### src/rtl/rstc_pkg.sv
package rstc_pkg;
    typedef enum logic { PIN_IDLE, PIN_LOW  } pin_state_e;
    typedef enum logic { SYS_IDLE, SYS_HOLD } sys_state_e;

    localparam int PERIPH_N   = 11;
    localparam int PERIPH_LSB = 8;
    localparam int PERIOD_W   = 14;
    localparam int PERIOD_LSB = 16;
    localparam int EN_SYS_BIT = 31;
    localparam int EN_PIN_BIT = 30;
    localparam int SWRST_BIT  = 0;
    localparam logic [PERIPH_N-1:0] PERIPH_RST_INIT = 11'h004;
    localparam logic [PERIOD_W-1:0] PERIOD_INIT     = 14'd3;
endpackage

### src/rtl/us_tick_gen.sv
module us_tick_gen #(
    parameter int CLK_MHZ = 100
) (
    input  logic clk,
    input  logic rst_n,
    input  logic clr,
    output logic tick
);
    localparam int CW = (CLK_MHZ > 1) ? $clog2(CLK_MHZ) : 1;
    localparam logic [CW-1:0] LAST = CW'(CLK_MHZ - 1);

    logic [CW-1:0] cnt;

    always_ff @(posedge clk or negedge rst_n) begin
        if (!rst_n)             cnt <= '0;
        else if (clr || tick)   cnt <= '0;
        else                    cnt <= cnt + 1'b1;
    end

    assign tick = (cnt == LAST);

    generate
        if (CLK_MHZ > 1) begin : g_spacing
            // ticks are spaced, never back to back
            a_r6_tick_spaced: assert property (@(posedge clk) disable iff (!rst_n)
                tick |=> !tick);
        end
    endgenerate
endmodule

### src/rtl/pin_pulse_fsm.sv
module pin_pulse_fsm
    import rstc_pkg::*;
#(
    parameter int PW = PERIOD_W
) (
    input  logic          clk,
    input  logic          rst_n,
    input  logic          start,
    input  logic [PW-1:0] period,
    input  logic          tick,
    output logic          tick_clr,
    output logic          pin_n
);
    pin_state_e    state, state_nx;
    logic [PW-1:0] us_left;

    always_comb begin
        state_nx = state;
        unique case (state)
            PIN_IDLE: if (start)                     state_nx = PIN_LOW;
            PIN_LOW:  if (tick && us_left == '0)     state_nx = PIN_IDLE;
        endcase
    end

    always_ff @(posedge clk or negedge rst_n) begin
        if (!rst_n) begin
            state   <= PIN_IDLE;
            us_left <= '0;
        end else begin
            state <= state_nx;
            if (state == PIN_IDLE && start)  us_left <= period;
            else if (state == PIN_LOW && tick && us_left != '0)
                                             us_left <= us_left - 1'b1;
        end
    end

    always_comb begin
        pin_n    = (state != PIN_LOW);
        tick_clr = (state == PIN_IDLE) && start;
    end

    // the pin only falls after a start request
    a_r6_fall_needs_start: assert property (@(posedge clk) disable iff (!rst_n)
        $fell(pin_n) |-> $past(start));
    // a start while low keeps the pin low unless the pulse is ending
    a_r7_no_restart: assert property (@(posedge clk) disable iff (!rst_n)
        (!pin_n && start && !tick) |=> !pin_n);
endmodule

### src/rtl/sys_pulse_fsm.sv
module sys_pulse_fsm
    import rstc_pkg::*;
#(
    parameter int LEN = 16
) (
    input  logic clk,
    input  logic rst_n,
    input  logic trig,
    output logic sys_rst
);
    localparam int CW = (LEN > 1) ? $clog2(LEN) : 1;
    localparam logic [CW-1:0] LOAD = CW'(LEN - 1);

    sys_state_e    state, state_nx;
    logic [CW-1:0] left;

    always_comb begin
        state_nx = state;
        unique case (state)
            SYS_IDLE: if (trig)        state_nx = SYS_HOLD;
            SYS_HOLD: if (left == '0)  state_nx = SYS_IDLE;
        endcase
    end

    always_ff @(posedge clk or negedge rst_n) begin
        if (!rst_n) begin
            state <= SYS_IDLE;
            left  <= '0;
        end else begin
            state <= state_nx;
            if (state == SYS_IDLE && trig) left <= LOAD;
            else if (state == SYS_HOLD && left != '0) left <= left - 1'b1;
        end
    end

    always_comb sys_rst = (state == SYS_HOLD);

    // the pulse rises only in response to a trigger
    a_r5_rise_needs_trig: assert property (@(posedge clk) disable iff (!rst_n)
        $rose(sys_rst) |-> $past(trig));
    // a trigger mid-pulse does not restart the count
    a_r9_no_extend: assert property (@(posedge clk) disable iff (!rst_n)
        (sys_rst && trig && left == '0) |=> !sys_rst);
endmodule

### src/rtl/rstgen_wdt_ctrl.sv
module rstgen_wdt_ctrl
    import rstc_pkg::*;
#(
    parameter int CLK_MHZ  = 100,
    parameter int SYS_LEN  = 16
) (
    input  logic                clk,
    input  logic                rst_n,
    input  logic                reg_sel,
    input  logic                reg_we,
    input  logic [31:0]         reg_wdata,
    output logic [31:0]         reg_rdata,
    input  logic                wdt_expire,
    output logic [PERIPH_N-1:0] periph_rst,
    output logic                sys_rst,
    output logic                rst_pin_n
);
    localparam int PERIPH_MSB = PERIPH_LSB + PERIPH_N - 1;
    localparam int PERIOD_MSB = PERIOD_LSB + PERIOD_W - 1;

    logic [PERIPH_N-1:0] periph_q;
    logic                en_sys_q, en_pin_q;
    logic [PERIOD_W-1:0] period_q;
    logic                wdt_q, wdt_rise;
    logic                sw_rst, sys_trig, pin_start;
    logic                tick, tick_clr;

    always_ff @(posedge clk or negedge rst_n) begin
        if (!rst_n) begin
            periph_q <= PERIPH_RST_INIT;
            en_sys_q <= 1'b1;
            en_pin_q <= 1'b1;
            period_q <= PERIOD_INIT;
            wdt_q    <= 1'b0;
        end else begin
            wdt_q <= wdt_expire;
            if (reg_we && !reg_sel)
                periph_q <= reg_wdata[PERIPH_MSB:PERIPH_LSB];
            if (reg_we && reg_sel) begin
                en_sys_q <= reg_wdata[EN_SYS_BIT];
                en_pin_q <= reg_wdata[EN_PIN_BIT];
                period_q <= reg_wdata[PERIOD_MSB:PERIOD_LSB];
            end
        end
    end

    always_comb begin
        wdt_rise  = wdt_expire && !wdt_q;
        sw_rst    = reg_we && !reg_sel && reg_wdata[SWRST_BIT];
        sys_trig  = sw_rst || (wdt_rise && en_sys_q);
        pin_start = wdt_rise && en_pin_q;
        if (reg_sel)
            reg_rdata = {en_sys_q, en_pin_q, period_q, 16'h0000};
        else
            reg_rdata = {13'h0000, periph_q, 8'h00};
        periph_rst = periph_q;
    end

    us_tick_gen #(.CLK_MHZ(CLK_MHZ)) u_tick (
        .clk(clk), .rst_n(rst_n), .clr(tick_clr), .tick(tick)
    );

    pin_pulse_fsm #(.PW(PERIOD_W)) u_pin (
        .clk(clk), .rst_n(rst_n), .start(pin_start), .period(period_q),
        .tick(tick), .tick_clr(tick_clr), .pin_n(rst_pin_n)
    );

    sys_pulse_fsm #(.LEN(SYS_LEN)) u_sys (
        .clk(clk), .rst_n(rst_n), .trig(sys_trig), .sys_rst(sys_rst)
    );

    // the control word never returns reserved or self-clearing bits
    a_r2_ctrl_reserved: assert property (@(posedge clk) disable iff (!rst_n)
        !reg_sel |-> (reg_rdata[7:0] == 8'h00 && reg_rdata[31:19] == 13'h0));
    // an idle block answers a software reset write on the next cycle
    a_r4_sw_pulse: assert property (@(posedge clk) disable iff (!rst_n)
        (reg_we && !reg_sel && reg_wdata[0] && !sys_rst) |=> sys_rst);
    // a disabled system route never lets a watchdog edge reach sys_rst
    a_r5_route_off: assert property (@(posedge clk) disable iff (!rst_n)
        (!sys_rst && wdt_expire && !wdt_q && !en_sys_q && !(reg_we && !reg_sel && reg_wdata[0]))
        |=> !sys_rst);
    // a disabled pin route keeps an idle pin high
    a_r6_pin_off: assert property (@(posedge clk) disable iff (!rst_n)
        (rst_pin_n && !en_pin_q) |=> rst_pin_n);
endmodule

### config.mk
export PLATFORM = sky130hd
export DESIGN_NAME = rstgen_wdt_ctrl
export DESIGN_NICKNAME = d
export VERILOG_FILES = /design/src/rtl/rstc_pkg.sv /design/src/rtl/us_tick_gen.sv /design/src/rtl/pin_pulse_fsm.sv /design/src/rtl/sys_pulse_fsm.sv /design/src/rtl/rstgen_wdt_ctrl.sv
export SDC_FILE = /design/constraint.sdc
export NUM_CORES = 1
export LEC_CHECK = 0
export CAP_MARGIN = 20
export CORE_ASPECT_RATIO = 1.5
export CORE_MARGIN = 10
export CORE_UTILIZATION = 51
export CTS_CLUSTER_DIAMETER = 120
export CTS_CLUSTER_SIZE = 30
export DETAILED_ROUTE_END_ITERATION = 7
export DONT_BUFFER_PORTS = 1
export PLACE_DENSITY = 0.66
export SKIP_LAST_GASP = 1
export SLEW_MARGIN = 20
export SYNTH_ARGS = -nofsm -noshare
export SYNTH_HDL_FRONTEND = slang
export SYNTH_SLANG_ARGS = --single-unit
### constraint.sdc
create_clock -name clk -period 3.55 [get_ports clk]
set_input_delay 0.8875 -clock clk [delete_from_list [all_inputs] [get_ports clk]]
set_output_delay 0.8875 -clock clk [all_outputs]
set_load 0.03 [all_outputs]
==> results of run 1 <==
==> synthesized netlist by cell type (all sizes together) <==
cell type	number	area, um^2
o31ai	3	22.5
or4	6	48.8
nand2	19	71.3
buf	11	87.6
xor2	3	26.3
and3	3	18.8
or3	7	43.8
nor4	2	12.5
nor2	19	71.3
nor3	5	25.0
xnor2	4	35.0
nand2b	1	6.26
clkbuf	10	37.5
a21oi	2	10.0
nand3	12	60.1
and2	13	81.3
o21ai	8	47.6
nor3b	2	20.0
and4bb	1	12.5
a22oi	2	15.0
conb	1	3.75
or2	2	12.5
mux2	30	338
a31oi	7	43.8
nand4	3	18.8
nand3b	1	7.51
or3b	1	8.76
inv	6	22.5
dfrtp	50	1250
a211o	1	8.76
dfstp	5	131
and4b	1	10.0
and4	1	8.76
nor2b	11	68.8
o211a	1	10.0
o311ai	6	52.6
ha	3	37.5
o211ai	2	15.0
==> flip-flops by register name (all words and copies together) (netlist names) <==
| register | cells |
|---|---|
| period_q | 14 |
| periph_rst | 11 |
| en_sys_q | 1 |
| u_pin.state | 1 |
| u_tick.cnt | 7 |
| u_pin.us_left | 14 |
| en_pin_q | 1 |
| u_sys.left | 4 |
| wdt_q | 1 |
| u_sys.sys_rst | 1 |
==> where the power goes <==
part | internal (mW) | switching, mW
combinational | 0.101 | 0.150
clock | 0.139 | 0.196
sequential | 0.708 | 0.115
==> through the flow <==
step | power [mW] | instances | hold WS [ns] | utilization
after CTS | 1.43 | 330 | 0.252 | 0.533
after global placement | 1.08 | 322 | 0.476 | 0.517
after global routing | 1.49 | 330 | 0.237 | 0.533
after detailed placement | 1.09 | 322 | 0.481 | 0.517
after floorplan | 1.05 | 272 | 0.455 | -
final | 1.41 | 330 | 0.263 | 0.533
==> layer usage <==
layer  wire length, um  global-route usage  vias up  part of all wire
met5                 0                   0        -                 0
met4                70              0.0425        0             0.012
met3               571              0.0609        6             0.096
met2              3050               0.229       54              0.51
met1              2280               0.148      963              0.38
li1                  -                   -      910                 -
==> path summary, 6_finish.rpt <==
kind / from / endpoint / depth (start not counted)
max: periph_rst[2] / reg_rdata[10] / 1
min: rst_n / u_tick.cnt[2] / 0
max reg2reg: u_pin.us_left[0] / u_pin.state / 6
min reg2reg: u_tick.cnt[0] / u_tick.cnt[0] / 1
max in group asynchronous: rst_n / en_sys_q / 0
min in group clk: u_tick.cnt[0] / u_tick.cnt[0] / 1
==> logic make-up after synthesis <==
family | after synthesis | share of synthesized area
XOR/XNOR | 7 | 0.0219
AND/OR/NAND/NOR | 110 | 0.217
flip-flops | 55 | 0.493
AO/OA/AOI/OAI | 32 | 0.0804
other | 1 | 0.00134
adder cells (fa/ha/maj) | 3 | 0.0134
multiplexers | 30 | 0.121
buffers and inverters | 27 | 0.0527
==> layout make-up <==
type                       count  area (um^2)  area share
sequential                    55         1380       0.480
multi-input combinational    190         1300       0.451
tap                           70         87.6      0.0304
clock buffer                   7         76.3      0.0265
inverter                       6         22.5     0.00782
timing repair buffer           1         7.51     0.00261
clock inverter                 1         5.00     0.00174
==> metrics, run 1 <==
run status complete, no violations; MaxCap Viol Count 0; flops & latches, synth 55; number of cells produced by synthesis 265; hold crit path type input pin to async pin; fraction of final layout cells sized beyond drive strength 1 0.188; antenna diode count 0; startpoint types flop; kind of critical path flop to output pin; Max transition margin 0.474; vias 1933; post-CTS sizing 0; Area after DPL 0.00280 mm^2; sum of negative setup slack 0 ns; clk_skew 0.00547 ns; Initial Utilization 0.518; quantity of I/O buffers inserted on ports 0; combined area of all synthesized cells 0.00280 mm^2; total gr overflow 0; drt total wl 5970 um; clock tree from TritonCTS yes; combined buffer and inverter count along the critical path 0; DIE WIDTH around 80 um; leak pwr 1.12 nW; shortest clock period the worst path allows after layout approximately 2.4 ns; leading cell type in the layout, fill and taps excluded sky130_fd_sc_hd__dfrtp_1; number of iterations in the first detailed-routing pass 4; first-pass GRT wire length roughly 10000 um; Fmax achieved 419 MHz; initial antenna violation count 0; flop-to-flop setup slack 1.48 ns; total of fill cells in the finished design 505; count of clock tree sinks 55; GR Util All Layers 0.137; capturing element type of the critical path output pin; core area 0.00541 mm^2; critical path's largest stage delay 0.65 ns; actual slew at the worst max-slew pin 0.787 ns; HPWL after detailed placement about 4400 um; most frequent cells in the layout sky130_fd_sc_hd__dfrtp_1 (50), sky130_fd_sc_hd__mux2_2 (30), sky130_fd_sc_hd__nor2_1 (19), sky130_fd_sc_hd__nand2_1 (19), sky130_fd_sc_hd__and2_1 (13); buffer count from post-CTS setup fixing 0; Synthesis Warnings 0; floorplan row count 33; register clock-pin slew on the reported worst setup and hold paths 0.09 ns; depth of the CTS H-tree 2; CTS buffer count 5; data arrival at the endpoint of the critical path 1.50 ns; count of distinct cell types in the synthesized netlist 44; CP cell instances nor2b_1; vias in the first global route 2001; # IOs 82; number of nets with antenna violations after detailed routing 0; gate family responsible for the most delay along the worst path flip-flops; area of all placed cells without fillers about 0.0029 mm^2; average cell area after synthesis 10.6 um^2; Final Hold Fails 0; RSZ-0062 raised after global routing no; final weighted congestion in routability-driven placement roughly 0.83; die area between 0.008 and 0.009 mm^2; pwr dens 490 mW/mm^2; number of remaining DRC errors 0; largest fanout on the critical path 3; final-report setup violation count 0; area added between synthesis and finish 2.77%; clock root buffer sky130_fd_sc_hd__clkbuf_8; pre-CTS worst setup slack between 1 and 1.5 ns; final worst-path cycle share 0.673; clock buffer depth 2; initial detailed-routing violation count 78; source-to-sink clock delay at the later pin of the worst-skew pair 0.30 ns; mean number of vias per cell 5.86; maximum vdd drop 0.299 mV; Crit-path slowest cell sky130_fd_sc_hd__dfstp_2; Die Y ~110 um; wire per inst 18.1 um; quantity of hold-fixing buffers added after cts 0; sequential share of the synthesized area 0.493; final setup margin 1.16 ns; pin count of the biggest net entering global routing 56; count of final max-slew check failures 0; endpoint required time on the critical path roughly 2.7 ns; final net count around 300
Power figures use the tool's default switching activity.
==> run 2, diff against run 1 <==
--- a/config.mk
+++ b/config.mk
@@ -5,6 +5,7 @@
 export SDC_FILE = /design/constraint.sdc
 export NUM_CORES = 1
 export LEC_CHECK = 0
+export ABC_AREA = 1
 export CAP_MARGIN = 20
 export CORE_ASPECT_RATIO = 1.5
 export CORE_MARGIN = 10
==> constraint.sdc (replaced) <==
create_clock -name clk -period 2.42 [get_ports clk]
set_input_delay 0.605 -clock clk [delete_from_list [all_inputs] [get_ports clk]]
set_output_delay 0.605 -clock clk [all_outputs]
set_load 0.03 [all_outputs]
==> run 2 against run 1 <==
  * Power increased by 50%
  * Non-clock buffer count increased by 5
  * Sequential cell count unchanged
  * Final area increased by 7.8%
  * Combinational power increased by 58%
  * Final cell count increased by 38%
  * Largest cell class unchanged
==> metrics, run 2 <==
pwr dens 681 mW/mm^2 (+39%); number of iterations in the first detailed-routing pass 6 (+2); met3 usage in global routing 0.0468 (-0.0141); number of nets with antenna violations after detailed routing 0 (unchanged); clk_skew 0.00842 ns (+0.00295 ns); CTS buffer count 5 (unchanged); area added between synthesis and finish 5.75%; first-pass GRT wire length 10600 um (+6.0%); flops & latches, synth 55 (unchanged); clock tree from TritonCTS yes; most frequent cells in the layout sky130_fd_sc_hd__nand2_1 (103), sky130_fd_sc_hd__inv_1 (56), sky130_fd_sc_hd__dfrtp_1 (50); endpoint required time on the critical path 1.81 ns (-0.85 ns); RSZ-0062 raised after global routing no; mean number of vias per cell 5.07 (-13%); die area 0.00926 mm^2 (+3.7%); non-filler cells in the finished layout 456 (+38%); GR Util All Layers 0.145 (+0.00775); floorplan row count 33 (unchanged); number of remaining DRC errors 0 (unchanged); Yosys top cell area share 0.426 (-0.0204); vias in the first global route 2249 (+12%); Final Hold Fails 0 (unchanged); drt total wl 6570 um (+10%); count of distinct cell types in the synthesized netlist 35 (-20%); Synthesis Warnings 0 (unchanged); initial antenna violation count 0 (unchanged); leading cell types by count after synthesis sky130_fd_sc_hd__nand2_1 (103), sky130_fd_sc_hd__inv_1 (56), sky130_fd_sc_hd__dfrtp_1 (50); hold crit path type input pin to async pin; combined area of all synthesized cells 0.00294 mm^2 (+4.8%); Async S/R FF share, synth 1.00 (unchanged); kind of critical path flop to output pin; post-synthesis cell type with the largest combined area sky130_fd_sc_hd__dfrtp_1; antenna diode count 0 (unchanged); register clock-pin slew on the reported worst setup and hold paths 0.10 ns (about the same); leak pwr 1.65 nW (+47%); wire per inst 14.4 um (-20%); core area 0.00553 mm^2 (+2.3%); Fmax achieved 480 MHz; sequential share of the synthesized area 0.471 (-0.0225); leading cell type by number of instances after synthesis sky130_fd_sc_hd__nand2_1; startpoint types flop; actual slew at the worst max-slew pin 0.615 ns (-0.172 ns); post-CTS sizing 0 (unchanged); total gr overflow 0 (unchanged); average cell area after synthesis 7.69 um^2 (-27%); # IOs 82 (unchanged); source-to-sink clock delay at the later pin of the worst-skew pair 0.31 ns (about the same); cell count after placement 447 (+39%); HPWL after detailed placement 4910 um (+11%); top_reg_cell synth sky130_fd_sc_hd__dfrtp_1; maximum vdd drop 0.440 mV (+47%); number of cells produced by synthesis 382 (+44%); Initial Utilization 0.531 (+0.0126); largest fanout on the critical path 2 (-1); depth of the CTS H-tree 2 (unchanged); sum of negative setup slack 0 ns (unchanged); clock root buffer sky130_fd_sc_hd__clkbuf_8; initial detailed-routing violation count 156 (+100%); clock buffer depth 2 (unchanged); run status complete, no violations; CP cell instances inv_1 -> nor2_1; largest cells by area after synthesis sky130_fd_sc_hd__dfrtp_1 (43%), sky130_fd_sc_hd__nand2_1 (13%), sky130_fd_sc_hd__inv_1 (7.2%); Max transition margin 0.589 (+0.115); final net count 425 (+42%); count of final max-slew check failures 0 (unchanged); pin count of the biggest net entering global routing 51 (-8.9%); Top Usage Layer GRT met2; leading cell type in the layout, fill and taps excluded sky130_fd_sc_hd__nand2_1; vias 2311 (+20%); final-report setup violation count 0 (unchanged); fraction of final layout cells sized beyond drive strength 1 0.104 (-0.0848); quantity of I/O buffers inserted on ports 0 (unchanged); final weighted congestion in routability-driven placement 0.836 (+0.53%); count of clock tree sinks 55 (unchanged); shortest clock period the worst path allows after layout 2.08 ns; footprint of the multi-input gates 0.00126 mm^2 (-3.2%); met2 global-route usage 0.248 (+0.0184); capturing element type of the critical path output pin; Register Area 0.00138 mm^2 (unchanged); final worst-path cycle share 0.861; MaxCap Viol Count 0 (unchanged); critical path's largest stage delay 0.64 ns (about the same); data arrival at the endpoint of the critical path 1.48 ns (-0.02 ns); number of synthesized flops with an enable pin 0 (unchanged); met1 routing resource usage after global routing 0.160 (+0.0126); total of fill cells in the finished design 530 (+5.0%); DIE WIDTH 82.0 um (+1.8%); Die Y 113 um (+1.9%); Crit-path slowest cell sky130_fd_sc_hd__dfstp_2
run 2: cell types whose count changed in the layout (fill, tap and decap cells not counted), moves of 7 or more:
cell / previous run / this run
sky130_fd_sc_hd__nor2b_1: 11 / 0
sky130_fd_sc_hd__o21ai_0: 4 / 16
sky130_fd_sc_hd__nand3_1: 12 / 30
sky130_fd_sc_hd__inv_1: 6 / 56
sky130_fd_sc_hd__or3_1: 7 / 0
sky130_fd_sc_hd__nor2_1: 19 / 45
sky130_fd_sc_hd__nand2_1: 19 / 103
sky130_fd_sc_hd__mux2_2: 30 / 10
sky130_fd_sc_hd__a21oi_1: 2 / 14
sky130_fd_sc_hd__and2_1: 13 / 1
run 2: critical path, delay by kind of cell, from the launching register on:
| kind | cells | cell delay (ns) |
|---|---|---|
| AND/OR/NAND/NOR | 1 | 0.45 |
| buffers and inverters | 1 | 0.08 |
| flip-flops | 1 | 0.64 |
run 2: worst paths after layout:
path                                        from                to  slack (ns)  cells after the start
worst max register to register  u_pin.us_left[0]  u_pin.us_left[5]        0.64                     10
worst min register to register     u_tick.cnt[0]     u_tick.cnt[0]        0.48                      1
worst min-delay path                       rst_n          en_pin_q        0.12                      0
min in group clk                      wdt_expire             wdt_q        0.31                      0
max in group asynchronous                  rst_n       period_q[9]        2.05                      1
worst max-delay path               periph_rst[2]     reg_rdata[10]        0.34                      2
run 2: timing repair:
item | 4_1_cts | 5_1_grt
setup endpoints to repair | 0 | 0
hold buffers | 1 | 0
buffers inserted | 0 | 0
hold endpoints to repair | 50 | 0
run 2: logic make-up (layout without fill, tap and decap cells):
| family | count (synthesis) | in the layout | share of synthesized area |
|---|---|---|---|
| and+or+nand+nor | 197 | 197 | 0.290 |
| buffers and inverters | 75 | 72 | 0.110 |
| adders and majority gates | 3 | 3 | 0.0128 |
| AOI/OAI and AO/OA | 41 | 41 | 0.0771 |
| DFF | 55 | 55 | 0.471 |
| muxes | 10 | 10 | 0.0383 |
| other | 1 | 8 | 0.00128 |
run 2: area by class of cell:
class,count,share of cell area
clock buffers,7,0.0278
clock inverters,1,0.00282
inverters,58,0.0701
multi-input cells,259,0.405
flip-flops and latches,55,0.445
well taps,70,0.0282
repair buffers,6,0.0210
run 2: per-stage QoR:
step / utilization / worst slack [ns] / instance area, um^2 / power, mW / hold slack [ns]
final: 0.561 / 0.336 / 3110 / 2.11 / 0.119
after global routing: 0.561 / 0.303 / 3110 / 2.24 / 0.0927
after CTS: 0.561 / 0.325 / 3110 / 2.14 / 0.108
after detailed placement: 0.539 / 0.581 / 2980 / 1.57 / 0.311
after global placement: 0.539 / 0.604 / 2980 / 1.56 / 0.311
after floorplan: - / 0.432 / 2960 / 1.51 / 0.309
run 2: power breakdown:
group	switching, mW	leakage (nW)	internal [mW]	total (mW)
combinational	0.277	0.950	0.119	0.396
sequential	0.145	0.650	1.03	1.18
clock	0.303	0.0489	0.237	0.541
run 2: routing by layer:
layer | wire, um | share of wire
met3 | 426 | 0.065
met2 | 3410 | 0.52
met5 | 0 | 0
met1 | 2620 | 0.40
met4 | 123 | 0.019
==> run 3, diff against run 2 <==
--- a/config.mk
+++ b/config.mk
@@ -9,12 +9,11 @@
 export CAP_MARGIN = 20
 export CORE_ASPECT_RATIO = 1.5
 export CORE_MARGIN = 10
-export CORE_UTILIZATION = 51
+export CORE_UTILIZATION = 40
 export CTS_CLUSTER_DIAMETER = 120
 export CTS_CLUSTER_SIZE = 30
 export DETAILED_ROUTE_END_ITERATION = 7
 export DONT_BUFFER_PORTS = 1
-export PLACE_DENSITY = 0.66
 export SKIP_LAST_GASP = 1
 export SLEW_MARGIN = 20
 export SYNTH_ARGS = -nofsm -noshare
==> run 3 against run 2 <==
  * Clock power is 14% higher
  * Final cell count up 6.6%
  * Sequential share of layout area decreased by 0.78 points
  * Count of clock-buffer cells in the layout shrank 2
  * Hold slack got worse by 0.0070 ns
  * Critical endpoint unchanged
  * Combinational power hardly changed
  * Largest cell class unchanged
  * Via count increased by 0.52%
==> metrics, run 3 (synthesized netlist as in run 2, its figures left out) <==
run status complete, no violations; kind of critical path flop to output pin; number of remaining DRC errors 0 (unchanged); Final Hold Fails 0 (unchanged); clk_skew 0.00826 ns (-0.000157 ns); shortest clock period the worst path allows after layout 2.08 ns (-0.00799 ns); clock tree from TritonCTS yes; Crit-path slowest cell sky130_fd_sc_hd__dfstp_2; pwr dens 692 mW/mm^2 (+1.7%); HPWL after detailed placement 5130 um (+4.6%); critical path's largest stage delay 0.64 ns (about the same); part of the power in registers 0.538 (-0.019); depth of the CTS H-tree 2 (unchanged); data arrival at the endpoint of the critical path 1.47 ns (about the same); gate family responsible for the most delay along the worst path flip-flops; CP cell instances inv_1 -> nor2_1; clock root buffer sky130_fd_sc_hd__clkbuf_8; final-report setup violation count 0 (unchanged); maximum vdd drop 0.516 mV (+17%); # IOs 82 (unchanged); first-pass GRT wire length 11300 um (+6.7%); depth of the critical timing path with buffers and inverters included 2 (unchanged); initial antenna violation count 0 (unchanged); vias in the first global route 2327 (+3.5%); quantity of I/O buffers inserted on ports 0 (unchanged); Die Y 125 um (+11%); pin count of the biggest net entering global routing 51 (unchanged); worst r2r path cells 10 (unchanged); leading cell type in the layout, fill and taps excluded sky130_fd_sc_hd__nand2_1; area added between synthesis and finish 7.63%; floorplan row count 38 (+15%); total gr overflow 0 (unchanged); number of nets with antenna violations after detailed routing 0 (unchanged); CTS buffer count 5 (unchanged); MaxCap Viol Count 0 (unchanged); hold crit path type input pin to async pin; core area 0.00718 mm^2 (+30%); startpoint types flop; Initial Utilization 0.409 (-0.122); largest fanout on the critical path 2 (unchanged); DIE WIDTH 90.0 um (+9.8%); RSZ-0062 raised after global routing no; GR Util All Layers 0.121 (-0.0230); internal power 1.46 mW (+5.1%); capturing element type of the critical path output pin; count of clock tree sinks 55 (unchanged); final weighted congestion in routability-driven placement 0.827 (-1.0%); sum of negative setup slack 0 ns (unchanged); final worst-path cycle share 0.858 (-0.00330); count of final max-slew check failures 0 (unchanged); endpoint required time on the critical path 1.81 ns (about the same); actual slew at the worst max-slew pin 0.639 ns (+0.0244 ns); mean number of vias per cell 4.78 (-5.7%); pre-CTS worst setup slack 0.567 ns (-0.0140 ns); fraction of final layout cells sized beyond drive strength 1 0.106 (+0.00259); wire per inst 13.9 um (-3.8%); initial detailed-routing violation count 128 (-18%); drt total wl 6740 um (+2.6%); leak pwr 1.66 nW (+0.56%); final setup margin 0.344 ns (+0.00799 ns); post-CTS sizing 0 (unchanged); die area 0.0112 mm^2 (+21%); number of iterations in the first detailed-routing pass 4 (-2); clock network fraction of design power 0.281 (+0.025); Fmax achieved 482 MHz (+0.38%); Hold Slack 0.112 ns (-0.00696 ns); vias 2323 (+0.52%); Sw Ratio 0.333 (-0.0103); Max transition margin 0.573 (-0.0163); final net count 425 (unchanged); combined buffer and inverter count along the critical path 1 (unchanged); register clock-pin slew on the reported worst setup and hold paths 0.10 ns (about the same); most frequent cells in the layout sky130_fd_sc_hd__nand2_1 (103), sky130_fd_sc_hd__inv_1 (56), sky130_fd_sc_hd__dfrtp_1 (50); logic gate share of total power 0.181 (-0.007); antenna diode count 0 (unchanged); net switching power 728 uW (+0.39%); source-to-sink clock delay at the later pin of the worst-skew pair 0.32 ns (about the same); clock buffer depth 2 (unchanged)
## run 3: worst paths after layout
kind,startpoint,end,slack [ns]
min reg2reg,u_tick.cnt[0],u_tick.cnt[0],0.46
max reg2reg,u_pin.us_left[0],u_pin.us_left[6],0.66
min in group clk,wdt_expire,wdt_q,0.30
max,periph_rst[2],reg_rdata[10],0.34
min,rst_n,en_pin_q,0.11
max in group asynchronous,rst_n,periph_rst[1],2.07
## run 3: layer usage
metal	vias up	track usage	wire, um
li1	1185	-	-
met1	1071	0.122	2550
met2	59	0.224	3610
met3	8	0.0365	442
met4	0	0.0536	132
met5	-	0	0
## run 3: power by group through the flow
stage / combinational, mW / sequential [mW] / clock (mW)
3_3_place_gp: 0.370 / 1.19 / 0
2_1_floorplan: 0.341 / 1.17 / 0
3_5_place_dp: 0.379 / 1.20 / 0
5_1_grt: 0.447 / 1.20 / 0.673
4_1_cts: 0.404 / 1.18 / 0.643
6_report: 0.396 / 1.18 / 0.615
## run 3: area by class of cell
class	instances	area [um^2]
clock buffers	5	68.8
clock inverters	3	43.8
fillers	749	4020
inverters	58	218
multi-input cells	259	1260
flip-flops and latches	55	1380
well taps	100	125
repair buffers	6	65.1
## run 3: worst reg2reg max path: stages (launching register included)
cell and delay [ns]:
sky130_fd_sc_hd__dfrtp_1 0.37, sky130_fd_sc_hd__inv_1 0.14, sky130_fd_sc_hd__ha_1 0.23, sky130_fd_sc_hd__nand3_2 0.16, sky130_fd_sc_hd__nor2_4 0.18, sky130_fd_sc_hd__nand2_2 0.09
sky130_fd_sc_hd__nand2_4 0.12, sky130_fd_sc_hd__nand2_4 0.13, sky130_fd_sc_hd__inv_1 0.14, sky130_fd_sc_hd__nand2_1 0.07, sky130_fd_sc_hd__nand2_1 0.07
## run 3: metrics by stage
| stage | util | total power [mW] | cell area, um^2 | std cells |
|---|---|---|---|---|
| 3_3_place_gp | 0.421 | 1.57 | 3020 | 477 |
| 4_1_cts | 0.440 | 2.23 | 3160 | 486 |
| 6_report | 0.440 | 2.19 | 3160 | 486 |
| 3_5_place_dp | 0.421 | 1.58 | 3020 | 477 |
| 2_1_floorplan | - | 1.51 | 2960 | 389 |
| 5_1_grt | 0.440 | 2.32 | 3160 | 486 |
## run 3: timing repair
action,4_1_cts,5_1_grt
endpoints found under the hold margin,50,0
buffers inserted,0,0
hold buffers,1,0
